===== src/rtl/sar_seq_pkg.sv =====
package sar_seq_pkg;
  typedef enum logic [1:0] {
    ST_IDLE = 2'd0,
    ST_CONV = 2'd1,
    ST_DONE = 2'd2
  } seq_state_e;
endpackage


===== src/rtl/sar_edge_det.sv =====
module sar_edge_det #(
  parameter logic RST_VAL = 1'b0
) (
  input  logic clk_i,
  input  logic rst_ni,
  input  logic sig_i,
  output logic rise_o,
  output logic fall_o
);
  logic sig_q;

  always_ff @(posedge clk_i or negedge rst_ni) begin
    if (!rst_ni) sig_q <= RST_VAL;
    else         sig_q <= sig_i;
  end

  assign rise_o = sig_i & ~sig_q;
  assign fall_o = ~sig_i & sig_q;
endmodule


===== src/rtl/sar_seq_ctrl.sv =====
module sar_seq_ctrl
  import sar_seq_pkg::*;
#(
  parameter int WIDTH = 12,
  parameter int LEAD  = 3,
  localparam int IDX_W = $clog2(WIDTH),
  localparam int LAST  = LEAD + WIDTH - 1,
  localparam int CNT_W = $clog2(LAST + 1)
) (
  input  logic             clk_i,
  input  logic             rst_ni,
  input  logic             cs_ni,
  input  logic             cs_fall_i,
  input  logic             shdn_ni,
  input  logic             sclk_rise_i,
  output logic             busy_o,
  output logic             start_o,
  output logic             clear_o,
  output logic             step_o,
  output logic [IDX_W-1:0] bit_idx_o
);
  localparam int TOPI = WIDTH + LEAD - 2;

  seq_state_e       state_q;
  logic [CNT_W-1:0] cnt_q;
  logic [CNT_W:0]   diff;

  assign clear_o = cs_ni | ~shdn_ni;
  assign start_o = cs_fall_i & shdn_ni;
  // edge number cnt_q+1 carries a result bit once it reaches LEAD
  assign step_o  = (state_q == ST_CONV) & sclk_rise_i &
                   ({1'b0, cnt_q} >= (CNT_W+1)'(LEAD - 1));
  assign diff      = (CNT_W+1)'(TOPI) - {1'b0, cnt_q};
  assign bit_idx_o = IDX_W'(diff);
  assign busy_o    = (state_q != ST_IDLE);

  always_ff @(posedge clk_i or negedge rst_ni) begin
    if (!rst_ni) begin
      state_q <= ST_IDLE;
      cnt_q   <= '0;
    end else if (clear_o) begin
      state_q <= ST_IDLE;
      cnt_q   <= '0;
    end else if (start_o) begin
      state_q <= ST_CONV;
      cnt_q   <= '0;
    end else if ((state_q == ST_CONV) && sclk_rise_i) begin
      cnt_q <= cnt_q + 1'b1;
      if (cnt_q == CNT_W'(LAST - 1)) state_q <= ST_DONE;
    end
  end
endmodule


===== src/rtl/sar_code_reg.sv =====
module sar_code_reg #(
  parameter int WIDTH = 12,
  localparam int IDX_W = $clog2(WIDTH)
) (
  input  logic             clk_i,
  input  logic             rst_ni,
  input  logic             clear_i,
  input  logic             start_i,
  input  logic             step_i,
  input  logic [IDX_W-1:0] bit_idx_i,
  input  logic             comp_i,
  output logic [WIDTH-1:0] code_o
);
  for (genvar i = 0; i < WIDTH; i++) begin : g_bit
    logic bit_q;
    logic arm_next;

    if (i < WIDTH - 1) begin : g_arm
      assign arm_next = step_i & (bit_idx_i == IDX_W'(i + 1));
    end else begin : g_top
      assign arm_next = 1'b0;
    end

    always_ff @(posedge clk_i or negedge rst_ni) begin
      if (!rst_ni)                                  bit_q <= 1'b0;
      else if (clear_i)                             bit_q <= 1'b0;
      else if (start_i)                             bit_q <= (i == WIDTH - 1);
      else if (step_i && bit_idx_i == IDX_W'(i))    bit_q <= comp_i;
      else if (arm_next)                            bit_q <= 1'b1;
    end

    assign code_o[i] = bit_q;
  end
endmodule


===== src/rtl/sar_conv_seq.sv =====
module sar_conv_seq #(
  parameter int WIDTH = 12,
  parameter int LEAD  = 3,
  localparam int IDX_W = $clog2(WIDTH)
) (
  input  logic             clk_i,
  input  logic             rst_ni,
  input  logic             cs_ni,
  input  logic             sclk_i,
  input  logic             shdn_ni,
  input  logic             comp_i,
  output logic [WIDTH-1:0] dac_code_o,
  output logic             hold_o,
  output logic             dout_o,
  output logic             dout_en_o
);
  logic sclk_rise, sclk_fall_unused;
  logic cs_rise_unused, cs_fall;
  logic busy, start, clear, step;
  logic [IDX_W-1:0] bit_idx;
  logic dout_q;

  sar_edge_det #(.RST_VAL(1'b0)) u_sclk_det (
    .clk_i, .rst_ni, .sig_i(sclk_i), .rise_o(sclk_rise), .fall_o(sclk_fall_unused)
  );

  sar_edge_det #(.RST_VAL(1'b1)) u_cs_det (
    .clk_i, .rst_ni, .sig_i(cs_ni), .rise_o(cs_rise_unused), .fall_o(cs_fall)
  );

  sar_seq_ctrl #(.WIDTH(WIDTH), .LEAD(LEAD)) u_ctrl (
    .clk_i, .rst_ni, .cs_ni, .cs_fall_i(cs_fall), .shdn_ni,
    .sclk_rise_i(sclk_rise), .busy_o(busy), .start_o(start),
    .clear_o(clear), .step_o(step), .bit_idx_o(bit_idx)
  );

  sar_code_reg #(.WIDTH(WIDTH)) u_code (
    .clk_i, .rst_ni, .clear_i(clear), .start_i(start), .step_i(step),
    .bit_idx_i(bit_idx), .comp_i, .code_o(dac_code_o)
  );

  always_ff @(posedge clk_i or negedge rst_ni) begin
    if (!rst_ni)                dout_q <= 1'b0;
    else if (clear || start)    dout_q <= 1'b0;
    else if (busy && sclk_rise) dout_q <= step ? comp_i : 1'b0;
  end

  assign dout_o    = dout_q;
  assign hold_o    = busy;
  assign dout_en_o = busy;
endmodule


===== config.mk =====
export PLATFORM = sky130hd
export DESIGN_NAME = sar_conv_seq
export DESIGN_NICKNAME = d
export VERILOG_FILES = /design/src/rtl/sar_seq_pkg.sv /design/src/rtl/sar_edge_det.sv /design/src/rtl/sar_seq_ctrl.sv /design/src/rtl/sar_code_reg.sv /design/src/rtl/sar_conv_seq.sv
export SDC_FILE = /design/constraint.sdc
export NUM_CORES = 1
export LEC_CHECK = 0
export ABC_CLOCK_PERIOD_IN_PS = 2100
export BUFFER_PORTS_ARGS = -buffer_cell sky130_fd_sc_hd__buf_2
export CAP_MARGIN = 20
export CORE_MARGIN = 5
export CORE_UTILIZATION = 35
export CTS_CLUSTER_SIZE = 28
export DETAILED_ROUTE_END_ITERATION = 10
export PLACE_DENSITY = 0.58
export REMOVE_ABC_BUFFERS = 1
export SLEW_MARGIN = 20
export SYNTH_ARGS = -nofsm -noshare
export SYNTH_HDL_FRONTEND = slang
export SYNTH_HIERARCHICAL = 1
export SYNTH_SLANG_ARGS = --single-unit

===== constraint.sdc =====
create_clock -name clk_i -period 2.1 [get_ports clk_i]
set_clock_uncertainty 0.2 [all_clocks]
set_input_delay 0.105 -clock clk_i [delete_from_list [all_inputs] [get_ports clk_i]]
set_output_delay 0.105 -clock clk_i [all_outputs]
set_load 0.005 [all_outputs]

# Word-level counts from Yosys, hierarchy flattened
# Index checks and enable logic that the tools add are counted.
# word_totals
reg_bits	21
latch_bits	0
mem_bits_rw	0
mem_bits_ro	0
out_inout_bits	15
elab_cells	143
n_memories	0
# op_classes
addsub	2
multipliers	0
n_div	0
order_cmp	1
n_eq_ne	13
shifts	0
n_mux	57
bitwise	20
reduce_logical	33
# op_table
operator	n
$mux 1	50
$reduce_bool 4->1	11
$eq 4x4->1 const B	5
$and 1x1->1	16
$eq 4x3->1 const B	4
$logic_and 1x1->1	14
$mux 4	3
$reduce_bool 3->1	3
$eq 4x2->1 const B	2
$mux 2	4
$add 4x1->4 const B	1
$eq 4x1->1 const B	1
$ge 4x2->1 const B	1
$logic_not 4->1	1
$reduce_bool 2->1	2
$sub 4x4->4 const A	1
$not 1->1	3
$eq 2x1->1 const B	1
$reduce_and 2->1	1
$logic_or 1x1->1	1
$or 1x1->1	1

# Depth between registers and ports, before layout
# logic_depth
ltp_word	9
mapped_depth	7
ltp_nobuf	7

# Modules after synthesis
# The synthesis kept the hierarchy.
# modules_own_cells
mod	instances	cells_each	area_per_inst_um2	seq_area_each_um2
sar_code_reg	1	78	762.0	300.3
sar_seq_ctrl	1	41	399.1	150.1
sar_conv_seq	1	5	61.3	25.0
sar_edge_det (u_cs_det)	1	3	41.3	26.3
sar_edge_det (u_sclk_det)	1	3	40.0	25.0

# Worst setup path after synthesis
# Ideal clock, no wire load.
# synth_timing
kind	register to register
from	reg u_sclk_det.sig_q
to	reg u_code.g_bit[0].bit_q
setup_time_ps	127
arrival_ps	1780
t_required_ps	1773
slack_ps	-6
stages_incl_launch_ff	7
n_path_buf	0
synth_period_minus_slack_ps	2106
path_cell_list	dfrtp_1 -> nor2b_1 -> nand3b_4 -> a21oi_1 -> or3b_4 -> o211ai_2 -> o31ai_2
# synth_between
elab_chain_cells	8
word_cells_on_any_way	10
classes_between	3 x mux; 5 x bitwise; 2 x reduce/logical
# synth_rtl
item	line	source
from (decl)	sar_edge_det.sv:10	logic sig_q;
from (signal assigned)	sar_edge_det.sv:14	else sig_q <= sig_i;
$not 1->1 *	sar_edge_det.sv:17	assign rise_o = sig_i & ~sig_q;
$and 1x1->1 *	sar_edge_det.sv:17	
net sclk_rise	sar_conv_seq.sv:17	logic sclk_rise, sclk_fall_unused;
$and 1x1->1 * (2 in series)	sar_seq_ctrl.sv:31	assign step_o = (state_q == ST_CONV) & sclk_rise_i &
net step	sar_conv_seq.sv:19	logic busy, start, clear, step;
$logic_and 1x1->1	sar_code_reg.sv:28	else if (step_i && bit_idx_i == IDX_W'(i)) bit_q <= comp_i;
$mux 1	sar_code_reg.sv:28	
$mux 1	sar_code_reg.sv:27	else if (start_i) bit_q <= (i == WIDTH - 1);
$mux 1	sar_code_reg.sv:26	else if (clear_i) bit_q <= 1'b0;
to (signal assigned)	sar_code_reg.sv:27	
to (signal assigned)	sar_code_reg.sv:28	
to (decl)	sar_code_reg.sv:15	logic bit_q;
# Mark *: on every way through the listed nets, which the timed path passes. The rest lies on a longest branch.
# A chain may end at the register's enable or synchronous reset.

# Worst setup path after layout
# layout_timing
from	reg u_ctrl.cnt_q[2]
to	reg u_code.g_bit[3].bit_q
# layout_between
elab_chain_cells	6
word_cells_on_any_way	11
classes_between	1 x add/sub; 1 x order compare; 2 x eq/ne; 3 x mux; 2 x bitwise; 2 x reduce/logical
# layout_rtl
item	line	source
from (decl)	sar_seq_ctrl.sv:25	logic [CNT_W-1:0] cnt_q;
from (signal assigned)	sar_seq_ctrl.sv:48	cnt_q <= cnt_q + 1'b1;
$sub 4x4->4 *	sar_seq_ctrl.sv:33	assign diff = (CNT_W+1)'(TOPI) - {1'b0, cnt_q};
net bit_idx[2]	sar_conv_seq.sv:20	logic [IDX_W-1:0] bit_idx;
$eq 4x2->1	sar_code_reg.sv:28	
$logic_and 1x1->1	sar_code_reg.sv:28	
$mux 1	sar_code_reg.sv:28	
$mux 1	sar_code_reg.sv:27	
$mux 1	sar_code_reg.sv:26	
to (signal assigned)	sar_code_reg.sv:27	
to (signal assigned)	sar_code_reg.sv:28	
to (decl)	sar_code_reg.sv:15	
# Marked as above.

==> impl_metrics.xml <==
<?xml version="1.0" encoding="UTF-8"?>
<metrics>
  <group name="global_routing">
    <metric name="antenna_found_initial" unit="">0</metric>
    <metric name="wire_length_of_the_first_global_routing_pass" unit="um">4860</metric>
    <metric name="grt-ovfl-total" unit="">0</metric>
    <metric name="grt_util_all_layers" unit="%">12.0</metric>
    <metric name="number_of_global_route_vias_before_repair" unit="">1052</metric>
    <metric name="grt_start_max_net_pins" unit="">22</metric>
  </group>
  <group name="critical_path">
    <metric name="max_stage_delay" unit="ns">0.46</metric>
    <metric name="critical_path.slowest_cell" unit="">or3b_4</metric>
    <metric name="reg2reg_depth" unit="">5</metric>
    <metric name="cp_cell_sequence" unit="">buf_4 &gt; ha_1 &gt; or3b_4 &gt; nor3_1 &gt; nor3_1</metric>
    <metric name="setup.reg_to_reg.worst_slack" unit="ns">0.07</metric>
    <metric name="critPathBufInv" unit="">1</metric>
    <metric name="critical_path.endpoint" unit="">u_code/g_bit[3].bit_q</metric>
    <metric name="startpoint_type_of_the_worst_setup_path" unit="">flop</metric>
    <metric name="critPathLaunch" unit="">u_ctrl/cnt_q[2]</metric>
    <metric name="cp_top_family" unit="">simple AND/OR/NAND/NOR gates</metric>
    <metric name="critical_path_peak_fanout" unit="">10</metric>
    <metric name="critical_path_arrival" unit="ns">1.97</metric>
    <metric name="worst_ep_required_time" unit="ns">2.04</metric>
    <metric name="logic_depth_of_the_worst_setup_path_including_buffers" unit="">5</metric>
    <metric name="source_of_the_worst_register_to_register_timing_path" unit="">u_ctrl/cnt_q[2]</metric>
    <metric name="worstSetupEndpointType" unit="">flop</metric>
    <metric name="endpoint_of_the_worst_register_to_register_path" unit="">u_code/g_bit[3].bit_q</metric>
    <metric name="critical_path.most_common_cell" unit="">nor3_1</metric>
    <metric name="crit_type" unit="">reg -&gt; reg</metric>
  </group>
  <group name="placed_design">
    <metric name="placedInstanceArea" unit="sq um">1370</metric>
    <metric name="gp_congestion" unit="">0.776</metric>
    <metric name="placement.io_buffers" unit="">20</metric>
    <metric name="dp.final_hpwl" unit="um">2020</metric>
  </group>
  <group name="synth">
    <metric name="synth-warning-count" unit="">6</metric>
    <metric name="synthesis.instances" unit="">128</metric>
    <metric name="syn_area_per_cell" unit="sq um">10.1</metric>
    <metric name="synth.cell_area" unit="sq um">1290</metric>
  </group>
  <group name="clock_network">
    <metric name="cts.sinks" unit="">21</metric>
    <metric name="worst_setup_hold_path_clk_slew" unit="ns">0.08</metric>
    <metric name="clkLatencyLatePin" unit="ns">0.26</metric>
    <metric name="clock_tree.htree_level_count" unit="">1</metric>
    <metric name="clock-root-buffer" unit="">clkbuf_8</metric>
    <metric name="tritoncts.num_buffers" unit="">3</metric>
    <metric name="clockBufferDepth" unit="">2</metric>
    <metric name="tritoncts" unit="">built</metric>
  </group>
  <group name="die">
    <metric name="die_area" unit="sq um">5000</metric>
    <metric name="placement_rows" unit="">22</metric>
    <metric name="boundaryPins" unit="">21</metric>
    <metric name="die_width" unit="um">70.7</metric>
    <metric name="design.core.area" unit="sq um">3610</metric>
    <metric name="floorplan.initialDensity" unit="%">35.7</metric>
    <metric name="die_height" unit="um">70.7</metric>
  </group>
  <group name="final_layout">
    <metric name="flow.area_growth_from_synthesis" unit="%">15.0</metric>
    <metric name="num-nets-final" unit="">158</metric>
    <metric name="final_cell_area" unit="sq um">1480</metric>
    <metric name="final_layout_size_suffix_gt1_share" unit="%">31.5</metric>
    <metric name="utilization" unit="%">41.1</metric>
    <metric name="diodes" unit="">0</metric>
  </group>
  <group name="timing">
    <metric name="setup_violations" unit="">0</metric>
    <metric name="max_freq" unit="MHz">494</metric>
    <metric name="relSlewSlack" unit="%">67.7</metric>
    <metric name="setup-tns-final" unit="ns">0</metric>
    <metric name="final_period_minus_worst_setup_slack" unit="ns">2.03</metric>
    <metric name="timing_max_transition_violations_final" unit="">0</metric>
    <metric name="post-route-period-util" unit="%">96.5</metric>
    <metric name="tightest_slew" unit="ns">0.484</metric>
    <metric name="fin_hold_ws" unit="ns">0.131</metric>
    <metric name="final_hold_viol_count" unit="">0</metric>
  </group>
  <group name="route">
    <metric name="drt-total-wl" unit="um">2820</metric>
    <metric name="remaining_drc_errors" unit="">0</metric>
    <metric name="firstDrtPassIters" unit="">4</metric>
    <metric name="initialDrtViolationCount" unit="">32</metric>
    <metric name="post_drt_wl_per_cell" unit="um">14.5</metric>
    <metric name="route.antenna.remaining_nets" unit="">0</metric>
    <metric name="routed_via_density" unit="">5.16</metric>
    <metric name="detailroute.via_count" unit="">1002</metric>
  </group>
  <group name="min_path">
    <metric name="worst_hold_path_type" unit="">in -&gt; async</metric>
  </group>
  <group name="status">
    <metric name="status" unit="">complete, no violations</metric>
  </group>
  <group name="pwr">
    <metric name="total_leakage_power" unit="nW">0.718</metric>
    <metric name="ratio_of_total_power_to_cell_area" unit="nW/um^2">489</metric>
    <metric name="power.ir.vdd_worst" unit="V">0.000358</metric>
  </group>
  <group name="run">
    <metric name="cap_violations" unit="">0</metric>
  </group>
</metrics>
[area by class of cell]
class	instances	area, sq um
clock buffer	4	45.0
fill	360	2120
inverter	5	18.8
multi-input combinational	84	632
sequential	21	527
tap	48	60.1
timing repair buffer	32	200
[report_power, final]
part	switching, mW	total (mW)	internal [mW]
Combinational	0.0309	0.0493	0.0184
Clock	0.132	0.267	0.135
Sequential	0.00154	0.409	0.408
Total	0.164	0.725	0.561
[metal layers]
layer	wire length [um]	global-route usage, %
met1	1250	15.1
met2	1340	19.9
met5	0	0
met4	52	4.38
met3	179	2.98
[per-stage QoR]
| step | total power, mW | cells | worst slack (ns) |
|---|---|---|---|
| after global routing | 0.762 | 194 | -0.00890 |
| final | 0.725 | 194 | 0.0745 |
| after global placement | 0.461 | 184 | 0.0952 |
| after CTS | 0.740 | 192 | 0.0160 |
| after floorplan | 0.437 | 110 | -0.214 |
| after detailed placement | 0.462 | 184 | -0.0117 |
[what timing repair did]
action | CTS | global route
setup endpoints to repair | 1 | 7
hold endpoints to repair | 24 | 0
pin swaps | 0 | 2
cloned | 0 | 0
gates resized for setup | 1 | 3
setup buffers | 0 | 2
hold buffers | 4 | 0
[placed cells by master (no fill, tap or decap), types with 3 or more instances in the layout]
cell           instances
dfrtp_1               20
buf_2                 20
nand2_1                9
buf_4                  8
a21oi_1                6
o21ai_0                5
nor3_1                 5
nor2_1                 5
ha_1                   5
dlygate4sd3_1          4
mux2i_1                4
inv_1                  4
clkbuf_8               3
o32ai_1                3
nor4_1                 3
[worst min path at each step]
| stage | start | end | cells past startpoint |
|---|---|---|---|
| final | rst_ni | u_code/g_bit[0].bit_q | 2 |
| after global routing | shdn_ni | dout_o | 3 |
| after CTS | shdn_ni | dout_o | 3 |
| after detailed placement | rst_ni | u_code/g_bit[0].bit_q | 1 |
| after global placement | rst_ni | u_code/g_bit[7].bit_q | 1 |
| after floorplan | rst_ni | dout_o | 0 |
[state kept, by name, indices dropped and copies added (netlist names)]
signal              flops
dout_o                  1
u_sclk_det/sig_q        1
u_cs_det/sig_q          1
u_ctrl/state_q          2
u_ctrl/cnt_q            4
u_code/g_bit.bit_q     12
(Power assumes the default switching activity.)
